$ cat src/rtl/curlim_pkg.sv
package curlim_pkg;
  // Tick-pipeline taps: the flag is taken one stage later in single-detection
  // mode, and the kill line always trails the flag by a fixed gap.
  localparam int FLAG_TAP_MULTI  = 0;
  localparam int FLAG_TAP_SINGLE = 1;
  localparam int KILL_GAP        = 2;
  localparam int TRIP_DEPTH      = FLAG_TAP_SINGLE + KILL_GAP + 1;
endpackage

$ cat src/rtl/curlim_sync.sv
module curlim_sync #(
  parameter int STAGES = 2
) (
  input  logic clk,
  input  logic rst_n,
  input  logic d,
  output logic q
);
  logic [STAGES-1:0] sh_q;

  always_ff @(posedge clk or negedge rst_n) begin
    if (!rst_n) sh_q <= '0;
    else        sh_q <= {sh_q[STAGES-2:0], d};
  end

  assign q = sh_q[STAGES-1];
endmodule

$ cat src/rtl/curlim_blank.sv
module curlim_blank #(
  parameter int TICKS = 4
) (
  input  logic clk,
  input  logic rst_n,
  input  logic mtc_en,
  input  logic cmp_on,
  output logic blanked
);
  localparam int CW = $clog2(TICKS + 1);

  logic          on_q;
  logic [CW-1:0] left_q;
  logic          on_rise;

  assign on_rise = cmp_on & ~on_q;

  always_ff @(posedge clk or negedge rst_n) begin
    if (!rst_n) begin
      on_q   <= 1'b0;
      left_q <= '0;
    end else begin
      on_q <= cmp_on;
      if (!cmp_on)                        left_q <= '0;
      else if (on_rise)                   left_q <= CW'(TICKS);
      else if (mtc_en && left_q != '0)    left_q <= left_q - 1'b1;
    end
  end

  assign blanked = ~cmp_on | on_rise | (left_q != '0);

  AST_BLANK_LOAD: assert property (@(posedge clk) disable iff (!rst_n)
    on_rise |=> (left_q == CW'(TICKS)));
  AST_BLANK_HOLD: assert property (@(posedge clk) disable iff (!rst_n)
    (cmp_on && !on_rise && !mtc_en) |=> $stable(left_q));
endmodule

$ cat src/rtl/curlim_qual.sv
module curlim_qual #(
  parameter int SEL_W      = 3,
  parameter int SAMPLE_DIV = 4
) (
  input  logic             clk,
  input  logic             rst_n,
  input  logic             blanked,
  input  logic             sel_load,
  input  logic [SEL_W-1:0] sel_in,
  input  logic             smp,
  output logic             rise_ev,
  output logic             single
);
  localparam int DW = (SAMPLE_DIV > 1) ? $clog2(SAMPLE_DIV) : 1;

  logic [DW-1:0]    div_q;
  logic [SEL_W-1:0] x_q;
  logic [SEL_W-1:0] run_q;
  logic             lvl_q;
  logic             ev_q;
  logic             tick;

  always_ff @(posedge clk or negedge rst_n) begin
    if (!rst_n)                          div_q <= '0;
    else if (div_q == DW'(SAMPLE_DIV-1)) div_q <= '0;
    else                                 div_q <= div_q + 1'b1;
  end

  always_ff @(posedge clk or negedge rst_n) begin
    if (!rst_n)        x_q <= '0;
    else if (sel_load) x_q <= sel_in;
  end

  assign single = (x_q == '0);
  assign tick   = single | (div_q == DW'(SAMPLE_DIV-1));

  always_ff @(posedge clk or negedge rst_n) begin
    if (!rst_n) begin
      lvl_q <= 1'b0;
      run_q <= '0;
      ev_q  <= 1'b0;
    end else begin
      ev_q <= 1'b0;
      if (blanked) begin
        lvl_q <= 1'b0;
        run_q <= '0;
      end else if (tick) begin
        if (smp == lvl_q) begin
          run_q <= '0;
        end else if (run_q == x_q) begin
          lvl_q <= smp;
          run_q <= '0;
          ev_q  <= smp;
        end else begin
          run_q <= run_q + 1'b1;
        end
      end
    end
  end

  assign rise_ev = ev_q;

  AST_RUN_BOUND: assert property (@(posedge clk) disable iff (!rst_n)
    run_q <= x_q);
  AST_BLANK_QUIET: assert property (@(posedge clk) disable iff (!rst_n)
    blanked |=> !ev_q);
  AST_FALL_SILENT: assert property (@(posedge clk) disable iff (!rst_n)
    (lvl_q && !smp) |=> !ev_q);
  AST_SEL_FROZEN: assert property (@(posedge clk) disable iff (!rst_n)
    !sel_load |=> $stable(x_q));
endmodule

$ cat src/rtl/curlim_trip.sv
module curlim_trip
  import curlim_pkg::*;
(
  input  logic clk,
  input  logic rst_n,
  input  logic mtc_en,
  input  logic rise_ev,
  input  logic single,
  input  logic flag_clr,
  output logic flag,
  output logic kill
);
  logic [TRIP_DEPTH-1:0] stg_q;
  logic                  pend_q;
  logic                  flag_q;
  logic                  kill_q;
  logic                  flag_set;
  logic                  kill_set;
  logic                  flag_tap;
  logic                  kill_tap;

  always_ff @(posedge clk or negedge rst_n) begin
    if (!rst_n) begin
      stg_q  <= '0;
      pend_q <= 1'b0;
    end else if (mtc_en) begin
      stg_q  <= {stg_q[TRIP_DEPTH-2:0], pend_q | rise_ev};
      pend_q <= 1'b0;
    end else begin
      pend_q <= pend_q | rise_ev;
    end
  end

  assign flag_tap = single ? stg_q[FLAG_TAP_SINGLE] : stg_q[FLAG_TAP_MULTI];
  assign kill_tap = single ? stg_q[FLAG_TAP_SINGLE + KILL_GAP]
                           : stg_q[FLAG_TAP_MULTI + KILL_GAP];
  assign flag_set = mtc_en & flag_tap;
  assign kill_set = mtc_en & kill_tap;

  always_ff @(posedge clk or negedge rst_n) begin
    if (!rst_n) begin
      flag_q <= 1'b0;
      kill_q <= 1'b0;
    end else begin
      flag_q <= flag_set | (flag_q & ~flag_clr);
      kill_q <= flag_q & (kill_set | kill_q);
    end
  end

  assign flag = flag_q;
  assign kill = kill_q;

  AST_FLAG_STICKY: assert property (@(posedge clk) disable iff (!rst_n)
    (flag_q && !flag_clr) |=> flag_q);
  AST_SET_WINS: assert property (@(posedge clk) disable iff (!rst_n)
    (flag_set && flag_clr) |=> flag_q);
  AST_KILL_DROP: assert property (@(posedge clk) disable iff (!rst_n)
    $fell(flag_q) |=> !kill_q);
  AST_KILL_HOLD: assert property (@(posedge clk) disable iff (!rst_n)
    (kill_q && flag_q) |=> kill_q);
endmodule

$ cat src/rtl/curlim_guard.sv
module curlim_guard #(
  parameter int SEL_W         = 3,
  parameter int SAMPLE_DIV    = 4,
  parameter int STARTUP_TICKS = 4,
  parameter int SYNC_STAGES   = 2
) (
  input  logic             clk,
  input  logic             rst_n,
  input  logic             mtc_en,
  input  logic             cmp_clk_en,
  input  logic             dac_en,
  input  logic [SEL_W-1:0] filt_sel,
  input  logic             cmp_raw,
  input  logic             flag_clr,
  output logic             lim_flag,
  output logic             pwm_kill
);
  logic cmp_on;
  logic cmp_s;
  logic blanked;
  logic rise_ev;
  logic single;

  assign cmp_on = cmp_clk_en | dac_en;

  curlim_sync #(.STAGES(SYNC_STAGES)) u_sync (
    .clk(clk), .rst_n(rst_n), .d(cmp_raw), .q(cmp_s)
  );

  curlim_blank #(.TICKS(STARTUP_TICKS)) u_blank (
    .clk(clk), .rst_n(rst_n), .mtc_en(mtc_en), .cmp_on(cmp_on),
    .blanked(blanked)
  );

  curlim_qual #(.SEL_W(SEL_W), .SAMPLE_DIV(SAMPLE_DIV)) u_qual (
    .clk(clk), .rst_n(rst_n), .blanked(blanked), .sel_load(~cmp_on),
    .sel_in(filt_sel), .smp(cmp_s), .rise_ev(rise_ev), .single(single)
  );

  curlim_trip u_trip (
    .clk(clk), .rst_n(rst_n), .mtc_en(mtc_en), .rise_ev(rise_ev),
    .single(single), .flag_clr(flag_clr), .flag(lim_flag), .kill(pwm_kill)
  );

  AST_OFF_NO_FLAG_RISE: assert property (@(posedge clk) disable iff (!rst_n)
    (!cmp_on && !lim_flag) |=> !lim_flag);
endmodule

$ cat config.mk
export PLATFORM = sky130hd
export DESIGN_NAME = curlim_guard
export DESIGN_NICKNAME = d
export VERILOG_FILES = /design/src/rtl/curlim_pkg.sv /design/src/rtl/curlim_sync.sv /design/src/rtl/curlim_blank.sv /design/src/rtl/curlim_qual.sv /design/src/rtl/curlim_trip.sv /design/src/rtl/curlim_guard.sv
export SDC_FILE = /design/constraint.sdc
export NUM_CORES = 1
export LEC_CHECK = 0
export BUFFER_PORTS_ARGS = -buffer_cell sky130_fd_sc_hd__buf_2
export CORE_ASPECT_RATIO = 1.4
export CORE_MARGIN = 5
export CORE_UTILIZATION = 53
export CTS_BUF_LIST = sky130_fd_sc_hd__clkbuf_8
export CTS_CLUSTER_DIAMETER = 120
export CTS_CLUSTER_SIZE = 20
export DETAILED_ROUTE_END_ITERATION = 6
export PLACE_DENSITY = 0.79
export REMOVE_ABC_BUFFERS = 1
export SLEW_MARGIN = 20
export SYNTH_ARGS = -nofsm -noshare
export SYNTH_HDL_FRONTEND = slang
export SYNTH_SLANG_ARGS = --single-unit
$ cat constraint.sdc
create_clock -name clk -period 1.45 [get_ports clk]
set_clock_uncertainty 0.1 [all_clocks]
set_input_delay 0.145 -clock clk [delete_from_list [all_inputs] [get_ports clk]]
set_output_delay 0.145 -clock clk [all_outputs]
set_load 0.02 [all_outputs]
==> results of run 1 <==
worst max path at each step:
stage,slack [ns],depth (start not counted),to,from
2_1_floorplan,0.03,7,u_blank.left_q[2],u_blank.left_q[0]
3_3_place_gp,-0.05,6,u_blank.left_q[1],u_blank.left_q[1]
3_5_place_dp,-0.09,6,u_blank.left_q[1],u_blank.left_q[0]
4_1_cts,-0.0007,6,u_blank.left_q[2],u_blank.left_q[0]
5_1_grt,-0.06,5,u_qual.run_q[2],u_qual.div_q[0]
6_report,-0.02,5,u_trip.kill,u_qual.x_q[2]
cell type report:
class,count,area share (%)
inverter,6,1.79
clock buffer,3,3.28
tap,20,1.99
multi-input combinational,54,36.5
clock inverter,1,0.397
sequential,23,45.7
timing repair buffer,20,10.3
per-layer routing:
metal,routed length (µm),vias to the layer above,GRT usage [%]
met5,0,-,0
met4,14,0,7.11
met3,48,2,2.63
met2,988,10,26.6
met1,734,362,19.0
li1,-,333,-
cell usage after synthesis:
library cell	count
mux2_1	1
inv_1	6
mux2i_1	1
ha_1	4
nor2_1	10
and2b_1	1
nor3_2	1
nand2_1	6
buf_2	1
a31oi_2	1
a211oi_1	1
a31oi_1	1
o2111ai_1	1
xnor2_1	5
nor4_2	1
mux2_2	7
dfrtp_1	23
o21ai_0	2
nand3b_1	2
or2_1	1
a21oi_1	5
nand3_1	2
nand4b_1	1
timing repair:
item / CTS / global route
pin swaps: 6 / 3
hold buffers: 3 / 0
hold endpoints to repair: 25 / 0
endpoints found under the setup margin: 4 / 10
gates resized for setup: 11 / 7
buffers inserted: 0 / 2
kinds of logic after synthesis:
logic type,count (synthesis)
xor gates and xnor gates,5
AOI/OAI and AO/OA,11
and+or+nand+nor,25
DFF,23
adders and majority gates,4
buffers and inverters,7
muxes,9
registers in the layout, indices dropped and copies added (netlist names):
signal and count:
u_sync.sh_q 2, u_qual.lvl_q 1, u_trip.stg_q 4, u_blank.on_q 1, u_trip.kill 1, u_trip.pend_q 1
u_qual.x_q 3, u_qual.div_q 2, u_trip.flag 1, u_qual.rise_ev 1, u_blank.left_q 3, u_qual.run_q 3
through the flow:
step	power (mW)	hold slack [ns]	area [µm²]	setup slack (ns)
after floorplan	1.03	-0.251	992	0.0331
after global placement	1.14	0.0330	1100	-0.0516
after detailed placement	1.17	0.0350	1100	-0.0861
after CTS	1.69	0.0131	1220	-0.000718
after global routing	1.85	0.0179	1260	-0.0584
final	1.74	0.0138	1260	-0.0182
where the power goes:
group | total [mW] | switching [mW] | leakage [nW] | internal [mW]
combinational | 0.564 | 0.268 | 0.262 | 0.297
sequential | 0.789 | 0.0647 | 0.290 | 0.724
clock | 0.386 | 0.195 | 0.0255 | 0.191
==> impl_results.rst, run 1 <==
.. list-table::
   :header-rows: 1

   * - Metric
     - Value
   * - Max VDD drop
     - 1350 µV
   * - Effective utilization at floorplan
     - 56.0%
   * - Number of cells on the worst hold path
     - 2
   * - Max Fanout on Critical Path
     - 5
   * - Global-route wire length before repair
     - 3180 µm
   * - Max-capacitance violation count
     - 0
   * - Compound-gate portion of the synthesized area
     - 7.03%
   * - Simple-gate portion of the synthesized area
     - 13.0%
   * - FF-to-FF setup slack
     - -0.02 ns
   * - Count of cell types in the netlist
     - 23
   * - Bufs on Longest Clock Path
     - 2
   * - Final number of hold-violating endpoints
     - 0
   * - Setup violation total in the final timing report
     - 1
   * - Largest net degree at the start of global routing
     - 24
   * - Clock tree from TritonCTS
     - yes
   * - # H-tree levels
     - 1
   * - Die Footprint
     - 0.00286 mm²
   * - Transition time at the pin with the least slew margin
     - 0.489 ns
   * - Area of the mapped netlist
     - 997 µm²
   * - Total global-route track usage
     - 15.6%
   * - Parity-gate share of the synthesized area counting xor and xnor cells
     - 4.39%
   * - Period utilisation layout
     - 101%
   * - Buffering stage count on the worst path with inverters included
     - 1
   * - CP max-delay cell
     - dfrtp_1
   * - Final #Nets
     - 122
   * - Adder and majority gate portion of the synthesized area
     - 5.02%
   * - GR Overflow Total
     - 0
   * - Top cell type's share of synthesized area
     - 57.7%
   * - Via count of the routed design
     - 707
   * - RSZ-0062 raised after global routing
     - true
   * - Vias per std cell
     - 5.57
   * - Most common cell after layout, fill and taps aside
     - dfrtp_1
   * - Clock latency on the worst-skew pair
     - 0.26 ns
   * - Yosys warns
     - 0
   * - Final Core Density
     - 70.8%
   * - Vias in the first global route
     - 764
   * - Crit path cell chain
     - nor3_2, buf_4, mux2_4, a21oi_2, nor2_1
   * - Area of the core
     - 0.00178 mm²
   * - Number of antenna violations at the first check in global routing
     - 0
   * - Worst endpoint required time
     - 1.51 ns
   * - Largest cells by area after synthesis
     - dfrtp_1 (58%), mux2_2 (7.9%), ha_1 (5.0%)
   * - Footprint of the multi-input gates
     - 460 µm²
   * - Leading area contributor after synthesis
     - dfrtp_1
   * - Endpoint of the worst hold path
     - u_qual.x_q[0]
   * - Area overhead of the layout relative to synthesis
     - 26.3%
   * - Multiplexer share of the synthesized area
     - 10.0%
   * - DP Cell Count
     - 118
   * - Post-Route Setup TNS
     - -0.0182 ns
   * - Failing checks
     - setup timing
   * - Achievable frequency
     - 0.681 GHz
   * - Clock sink count
     - 23
   * - Commonest cells after routing, fill and taps aside
     - dfrtp_1 (23), buf_2 (11), nor2_1 (10), mux2_2 (6), buf_4 (6)
   * - Critical Path Max Stage Delay
     - 0.42 ns
   * - Count of inserted antenna diode cells
     - 0
   * - Crit path capture type
     - flip-flop
   * - Routed len/inst
     - 14.1 µm
   * - Count of filler cells inserted in the layout
     - 110
   * - Critical Setup Path Class
     - flip-flop to flip-flop
   * - Sum of net half-perimeters after detailed placement
     - 1290 µm
   * - Delay-heaviest family, CP
     - flip-flops
   * - Worst setup slack after layout
     - -0.0182 ns
   * - Power density over the cells
     - 1380 mW/mm²
   * - Post-route minimum period
     - 1.47 ns
   * - Root buf cell
     - clkbuf_8
   * - Die Height
     - 61.3 µm
   * - Depth of the worst register-to-register path
     - 5
   * - Result of the run
     - complete, but fails checks
   * - Sequential standard cell area
     - 576 µm²
   * - Worst min-delay path category
     - input port to flip-flop
   * - Detailed-router iteration count before antenna repair
     - 4
   * - I/O pin cnt
     - 12
   * - Fin. max-slew vios
     - 0
   * - #FFs+latches synth
     - 23
   * - Number of cells in the finished layout apart from fillers
     - 127
   * - Number of buffers added on ports
     - 11
   * - Residual DRC count
     - 0
   * - Final wirelength
     - 1790 µm
   * - TritonCTS buffer count
     - 3
   * - Antenna viol nets, final
     - 0
   * - Max transition margin
     - 67.4%
   * - Reg2Reg Launch Point
     - u_qual.x_q[2]
   * - Synthesized netlist cell count
     - 84
   * - Crit start category
     - flip-flop
   * - Leakage Power
     - 0.577 nW
   * - Ratio of cells with drive above 1 in the final layout
     - 41.1%
   * - Hold Startpoint
     - filt_sel[0]
   * - X dimension of the die
     - 46.7 µm
   * - Fraction of the yosys area taken by sequential cells
     - 57.7%
   * - Main combinational cell family by area after synthesis
     - simple AND/OR/NAND/NOR gates
   * - Clock transition at the register clock pins on the worst setup and hold paths after CTS
     - 0.08 ns
   * - Last weighted congestion value of the routability-driven placer
     - 0.706
   * - Endpoint of the worst-slack reg-to-reg timing path
     - u_trip.kill
   * - Data arrival at the endpoint of the critical path
     - 1.53 ns
   * - Number of DRC violations after detailed-routing iteration 0
     - 22
   * - Per-instance average area after synthesis
     - 11.9 µm²
   * - Standard-cell row count
     - 18
Power figures use the tool's default switching activity.
==> run 2, diff against run 1 <==
--- a/config.mk
+++ b/config.mk
@@ -13,9 +13,11 @@
 export CTS_CLUSTER_DIAMETER = 120
 export CTS_CLUSTER_SIZE = 20
 export DETAILED_ROUTE_END_ITERATION = 6
-export PLACE_DENSITY = 0.79
+export MAX_ROUTING_LAYER = met4
+export PLACE_DENSITY = 0.78
 export REMOVE_ABC_BUFFERS = 1
 export SLEW_MARGIN = 20
 export SYNTH_ARGS = -nofsm -noshare
 export SYNTH_HDL_FRONTEND = slang
+export SYNTH_HIERARCHICAL = 1
 export SYNTH_SLANG_ARGS = --single-unit
==> impl_results.rst, run 2 <==
.. list-table::
   :header-rows: 1

   * - Metric
     - Value
   * - Result of the run
     - complete, but fails checks
   * - Failing checks
     - setup timing
   * - Cell with the most instances after synthesis
     - dfrtp_1
   * - Period utilisation layout
     - 120%
   * - Number of cells on the worst hold path
     - 2
   * - Post-synth EDFFs
     - 0
   * - Net Sw Frac
     - 29.7%
   * - Standard cell area after detailed placement
     - 0.00121 mm²
   * - Setup violation total in the final timing report
     - 8
   * - Clock share of power
     - 19.0%
   * - Max reg flops
     - 4
   * - Power density over the cells
     - 1350 mW/mm²
   * - Ratio of cells with drive above 1 in the final layout
     - 47.1%
   * - Prevailing post-synth register cell
     - dfrtp_1
   * - Bufs on Longest Clock Path
     - 2
   * - Commonest cells after routing, fill and taps aside
     - dfrtp_1 (23), buf_4 (15), buf_2 (11), nor2_1 (9)
   * - Most common cell after layout, fill and taps aside
     - dfrtp_1
   * - Layout Cell Area excl Fill
     - 0.00143 mm²
   * - Endpoint of the worst hold path
     - u_qual/x_q[0]
   * - Number of buffers added on ports
     - 11
   * - Vias in the first global route
     - 776
   * - Part of the total power dissipated in combinational logic
     - 39.8%
   * - Total global-route track usage
     - 15.0%
   * - Seq pwr share
     - 41.2%
   * - Async S/R FF share, synth
     - 100%
   * - Final wirelength
     - 2060 µm
   * - Worst setup slack after layout
     - -0.289 ns
   * - Post-Route Setup TNS
     - -1.27 ns
   * - Depth of the worst register-to-register path
     - 9
   * - Detailed-router iteration count before antenna repair
     - 4
   * - Largest cells by area after synthesis
     - dfrtp_1 (55%), ha_1 (4.8%), mux2_4 (4.3%)
   * - Final number of hold-violating endpoints
     - 0
   * - Leakage Power
     - 0.686 nW
   * - Number of antenna violations at the first check in global routing
     - 0
   * - Fin. max-slew vios
     - 0
   * - Clock sink count
     - 23
   * - Routed len/inst
     - 14.7 µm
   * - Count of filler cells inserted in the layout
     - 121
   * - Net load switching power
     - 0.573 mW
   * - # H-tree levels
     - 1
   * - Worst min-delay path category
     - input port to flip-flop
   * - Effective utilization at floorplan
     - 53.9%
   * - Max Fanout on Critical Path
     - 3
   * - Transition time at the pin with the least slew margin
     - 0.484 ns
   * - Standard-cell row count
     - 19
   * - Number of DRC violations after detailed-routing iteration 0
     - 9
   * - Sum of net half-perimeters after detailed placement
     - 1360 µm
   * - Clock latency on the worst-skew pair
     - 0.26 ns
   * - Data arrival at the endpoint of the critical path
     - 1.82 ns
   * - Vias per std cell
     - 5.19
   * - Via count of the routed design
     - 727
   * - Largest net degree at the start of global routing
     - 24
   * - Global-route wire length before repair
     - 3190 µm
   * - Reg2Reg Launch Point
     - u_blank/left_q[0]
   * - FF-to-FF setup slack
     - -0.29 ns
   * - Last weighted congestion value of the routability-driven placer
     - 0.727
   * - Final #Nets
     - 134
   * - Root buf cell
     - clkbuf_8
   * - Yosys warns
     - 6
   * - Top cells by instance count after synthesis
     - dfrtp_1 (23), nor2_1 (9)
   * - Worst endpoint required time
     - 1.53 ns
   * - GR Overflow Total
     - 0
   * - Max transition margin
     - 67.7%
   * - Critical Setup Path Class
     - flip-flop to flip-flop
   * - Crit path capture type
     - flip-flop
   * - Count of cell types in the netlist
     - 31
   * - Max-capacitance violation count
     - 0
   * - Final Core Density
     - 74.3%
   * - Area of the mapped netlist
     - 0.00104 mm²
   * - Clock tree from TritonCTS
     - yes
   * - I/O pin cnt
     - 12
   * - Hold Startpoint
     - filt_sel[0]
   * - Area of the core
     - 0.00193 mm²
   * - Die Footprint
     - 0.00296 mm²
   * - Count of inserted antenna diode cells
     - 0
   * - Achievable frequency
     - 0.575 GHz
   * - RSZ-0062 raised after global routing
     - true
   * - Die Height
     - 62.4 µm
   * - Internal power component
     - 1.35 mW
   * - Per-instance average area after synthesis
     - 12.5 µm²
   * - Synthesized netlist cell count
     - 83
   * - #FFs+latches synth
     - 23
   * - X dimension of the die
     - 47.4 µm
   * - Crit start category
     - flip-flop
   * - Leading area contributor after synthesis
     - dfrtp_1
   * - TritonCTS buffer count
     - 3
   * - Post-route minimum period
     - 1.74 ns
   * - Endpoint of the worst-slack reg-to-reg timing path
     - u_qual/run_q[1]
   * - Register with the most flip-flops
     - u_trip/stg_q
   * - Clock transition at the register clock pins on the worst setup and hold paths after CTS
     - 0.07 ns
   * - Area overhead of the layout relative to synthesis
     - 37.8%
   * - Residual DRC count
     - 0
   * - Top cell type's share of synthesized area
     - 55.4%
   * - Fraction of the yosys area taken by sequential cells
     - 55.4%
   * - Antenna viol nets, final
     - 0
   * - Max VDD drop
     - 988 µV
-- run 2: what timing repair did --
item / CTS / global route
pin swaps: 6 / 8
resized for setup: 13 / 11
setup buffers: 3 / 4
endpoints found under the hold margin: 25 / 0
hold buffers: 3 / 0
setup endpoints to repair: 6 / 9
cloned: 0 / 0
-- run 2: area by class of cell --
cell class / instances / area, µm² / area share (%)
well taps: 21 / 26.3 / 1.84
clock inverters: 1 / 3.75 / 0.262
multi-input cells: 54 / 523 / 36.5
flip-flops and latches: 23 / 576 / 40.2
repair buffers: 33 / 243 / 17.0
inverters: 5 / 18.8 / 1.31
clock buffers: 3 / 41.3 / 2.88
-- run 2: worst max-delay path, cell delays in order, from the launching register on --
cell and delay [ns]:
dfrtp_1 0.40, inv_2 0.08, ha_4 0.13, nor2b_4 0.15, nand3_2 0.10, buf_6 0.14, a311oi_4 0.23, buf_4 0.18
nand2_2 0.05, o21ai_1 0.11
-- run 2: power by group through the flow --
stage | Combinational (mW) | Clock [mW] | Sequential, mW
detailed placement | 0.478 | 0 | 0.787
global placement | 0.456 | 0 | 0.781
floorplan | 0.249 | 0 | 0.786
CTS | 0.612 | 0.384 | 0.785
global route | 0.835 | 0.407 | 0.804
finish | 0.768 | 0.365 | 0.794
-- run 2: how the worst max path moves through the flow --
| stage | from | end | slack (ns) | cells past startpoint |
|---|---|---|---|---|
| after floorplan | u_blank/left_q[0] | u_qual/run_q[2] | -0.53 | 7 |
| after detailed placement | u_blank/left_q[1] | u_qual/run_q[2] | -0.40 | 7 |
| after global routing | u_blank/left_q[1] | u_qual/run_q[2] | -0.38 | 8 |
| final | u_blank/left_q[0] | u_qual/run_q[1] | -0.29 | 9 |
| after global placement | u_blank/left_q[0] | u_qual/run_q[2] | -0.32 | 7 |
| after CTS | u_blank/left_q[0] | u_qual/run_q[1] | -0.28 | 9 |
-- run 2: cell families (layout without fill, tap and decap cells) --
logic type,count (synthesis),count (layout),synth area share [%]
AOI/OAI and AO/OA,13,13,10.2
DFF,23,23,55.4
xor gates and xnor gates,4,4,3.37
buffers and inverters,6,42,2.89
muxes,10,10,11.4
adders and majority gates,4,4,4.82
and+or+nand+nor,23,23,11.8
-- run 2: routing by layer --
| metal | vias up | global-route usage (%) | share of wire, % |
|---|---|---|---|
| li1 | 363 | - | - |
| met1 | 349 | 17.9 | 42 |
| met2 | 9 | 21.8 | 53 |
| met3 | 6 | 3.46 | 2.5 |
| met4 | 0 | 9.69 | 2.1 |
| met5 | - | - | 0 |
-- run 2: stage by stage --
step | std cells | hold WS (ns) | power [mW] | worst slack [ns]
2_1_floorplan | 82 | -0.251 | 1.03 | -0.527
6_report | 140 | 0.0260 | 1.93 | -0.289
5_1_grt | 140 | 0.0182 | 2.05 | -0.376
3_3_place_gp | 127 | 0.0314 | 1.24 | -0.323
3_5_place_dp | 127 | 0.0325 | 1.26 | -0.399
4_1_cts | 137 | 0.0162 | 1.78 | -0.281
==> run 3, diff against run 2 <==
--- a/config.mk
+++ b/config.mk
@@ -16,6 +16,7 @@
 export MAX_ROUTING_LAYER = met4
 export PLACE_DENSITY = 0.78
 export REMOVE_ABC_BUFFERS = 1
+export SKIP_CTS_REPAIR_TIMING = 1
 export SLEW_MARGIN = 20
 export SYNTH_ARGS = -nofsm -noshare
 export SYNTH_HDL_FRONTEND = slang
==> impl_results.rst, run 3 (same netlist as run 2, synthesis figures left out) <==
.. list-table::
   :header-rows: 1

   * - Metric
     - Value
   * - Final #Nets
     - 132
   * - Number of antenna violations at the first check in global routing
     - 0
   * - Internal power component
     - 1.29 mW
   * - Via count of the routed design
     - 734
   * - Number of buffers added on ports
     - 11
   * - Final wirelength
     - 2060 µm
   * - Vias per std cell
     - 5.32
   * - # H-tree levels
     - 1
   * - Final Core Density
     - 72.1%
   * - Layout Cell Area excl Fill
     - 0.00139 mm²
   * - Result of the run
     - complete, but fails checks
   * - Clock latency on the worst-skew pair
     - 0.26 ns
   * - TritonCTS buffer count
     - 3
   * - Detailed-router iteration count before antenna repair
     - 4
   * - Total chip power
     - 1.85 mW
   * - Routed len/inst
     - 14.9 µm
   * - Die Footprint
     - 0.00296 mm²
   * - Number of DRC violations after detailed-routing iteration 0
     - 9
   * - Sequential standard cell area
     - 576 µm²
   * - Crit path capture type
     - flip-flop
   * - Count of filler cells inserted in the layout
     - 130
   * - Leakage Power
     - 0.667 nW
   * - Commonest cells after routing, fill and taps aside
     - dfrtp_1 (23), buf_4 (16), buf_2 (11), nor2_1 (9)
   * - Footprint of the multi-input gates
     - 507 µm²
   * - Sum of net half-perimeters after detailed placement
     - 1360 µm
   * - DP Cell Count
     - 127
   * - Max Fanout on Critical Path
     - 2
   * - Worst min-delay path category
     - input port to flip-flop
   * - Final number of hold-violating endpoints
     - 0
   * - Standard-cell row count
     - 19
   * - Transition time at the pin with the least slew margin
     - 0.487 ns
   * - Ratio of cells with drive above 1 in the final layout
     - 43.6%
   * - Largest net degree at the start of global routing
     - 24
   * - GR Overflow Total
     - 0
   * - Bufs on Longest Clock Path
     - 2
   * - Root buf cell
     - clkbuf_8
   * - Net Sw Frac
     - 30.4%
   * - Setup violation total in the final timing report
     - 7
   * - Count of inserted antenna diode cells
     - 0
   * - Max reg flops
     - 4
   * - Period utilisation layout
     - 123%
   * - Vias in the first global route
     - 717
   * - Residual DRC count
     - 0
   * - Most common cell after layout, fill and taps aside
     - dfrtp_1
   * - Achievable frequency
     - 0.559 GHz
   * - Area overhead of the layout relative to synthesis
     - 33.7%
   * - RSZ-0062 raised after global routing
     - true
   * - Clock share of power
     - 20.1%
   * - Data arrival at the endpoint of the critical path
     - 1.89 ns
   * - Failing checks
     - setup timing
   * - Register with the most flip-flops
     - u_trip/stg_q
   * - Net load switching power
     - 0.563 mW
   * - Clock transition at the register clock pins on the worst setup and hold paths after CTS
     - 0.07 ns
   * - Crit start category
     - flip-flop
   * - Max VDD drop
     - 994 µV
   * - Power density over the cells
     - 1330 mW/mm²
   * - Number of cells in the finished layout apart from fillers
     - 138
   * - Part of the total power dissipated in combinational logic
     - 36.9%
   * - Antenna viol nets, final
     - 0
   * - Effective utilization at floorplan
     - 53.9%
   * - Max-capacitance violation count
     - 0
   * - Total global-route track usage
     - 14.0%
   * - Worst setup slack after layout
     - -0.340 ns
   * - X dimension of the die
     - 47.4 µm
   * - Die Height
     - 62.4 µm
   * - Clock tree from TritonCTS
     - yes
   * - Standard cell area after detailed placement
     - 0.00121 mm²
   * - Seq pwr share
     - 42.9%
   * - Placement Setup Slack
     - -0.399 ns
   * - Critical Setup Path Class
     - flip-flop to flip-flop
   * - I/O pin cnt
     - 12
   * - Worst endpoint required time
     - 1.55 ns
   * - Clock sink count
     - 23
   * - Global-route wire length before repair
     - 3020 µm
   * - Last weighted congestion value of the routability-driven placer
     - 0.727
   * - Area of the core
     - 0.00193 mm²
   * - Max transition margin
     - 67.5%
   * - Post-route minimum period
     - 1.79 ns
   * - Fin. max-slew vios
     - 0
## run 3: cell types whose count changed in the layout (fill, tap and decap cells not counted)
cell,delta
o2111ai_2,-1
nand2_1,+1
xnor2_1,+1
buf_6,-3
xnor2_2,-1
nand2_2,-1
buf_4,+1
o2111ai_1,+1
## run 3: per-stage QoR
stage / hold WS (ns) / TNS (ns)
floorplan: -0.251 / -0.894
global placement: 0.0314 / -0.868
detailed placement: 0.0325 / -1.22
CTS: -0.250 / -1.45
global route: 0.0182 / -1.83
finish: 0.0242 / -1.35
## run 3: path summary, 6_finish.rpt
kind,end,slack [ns],from,cells past startpoint
min,u_qual/x_q[2],0.02,filt_sel[2],2
max,u_qual/run_q[2],-0.34,u_blank/left_q[0],8
min in group asynchronous,u_trip/flag,0.27,rst_n,2
max reg2reg,u_qual/run_q[2],-0.34,u_blank/left_q[0],8
max in group asynchronous,u_qual/lvl_q,0.65,rst_n,2
min reg2reg,u_sync/sh_q[1],0.26,u_sync/sh_q[0],0
## run 3: area by class of cell
class / instances / share of cell area [%]
inverters: 5 / 1.35
multi-input cells: 54 / 36.5
flip-flops and latches: 23 / 41.4
well taps: 21 / 1.89
repair buffers: 31 / 15.6
clock buffers: 3 / 2.97
clock inverters: 1 / 0.270
## run 3: worst max-delay path: stages (launching register included)
cell and delay (ns):
dfrtp_1 0.39, inv_2 0.09, ha_4 0.14, nor2b_4 0.16, nand3_2 0.11, buf_6 0.14, a311oi_4 0.27, and4bb_1 0.24
a221o_1 0.10
## run 3: power by group through the flow
stage               Clock (mW)  Combinational [mW]  Sequential, mW
finish                   0.373               0.684           0.795
global route             0.408               0.736           0.806
CTS                      0.384               0.482           0.774
detailed placement           0               0.478           0.787
global placement             0               0.456           0.781
floorplan                    0               0.249           0.786
## run 3: per-layer routing
layer / track usage, % / wire length, µm / vias up
li1: - / - / 361
met1: 17.9 / 878 / 356
met2: 20.5 / 1070 / 11
met3: 2.59 / 63 / 6
met4: 7.27 / 48 / 0
met5: - / 0 / -
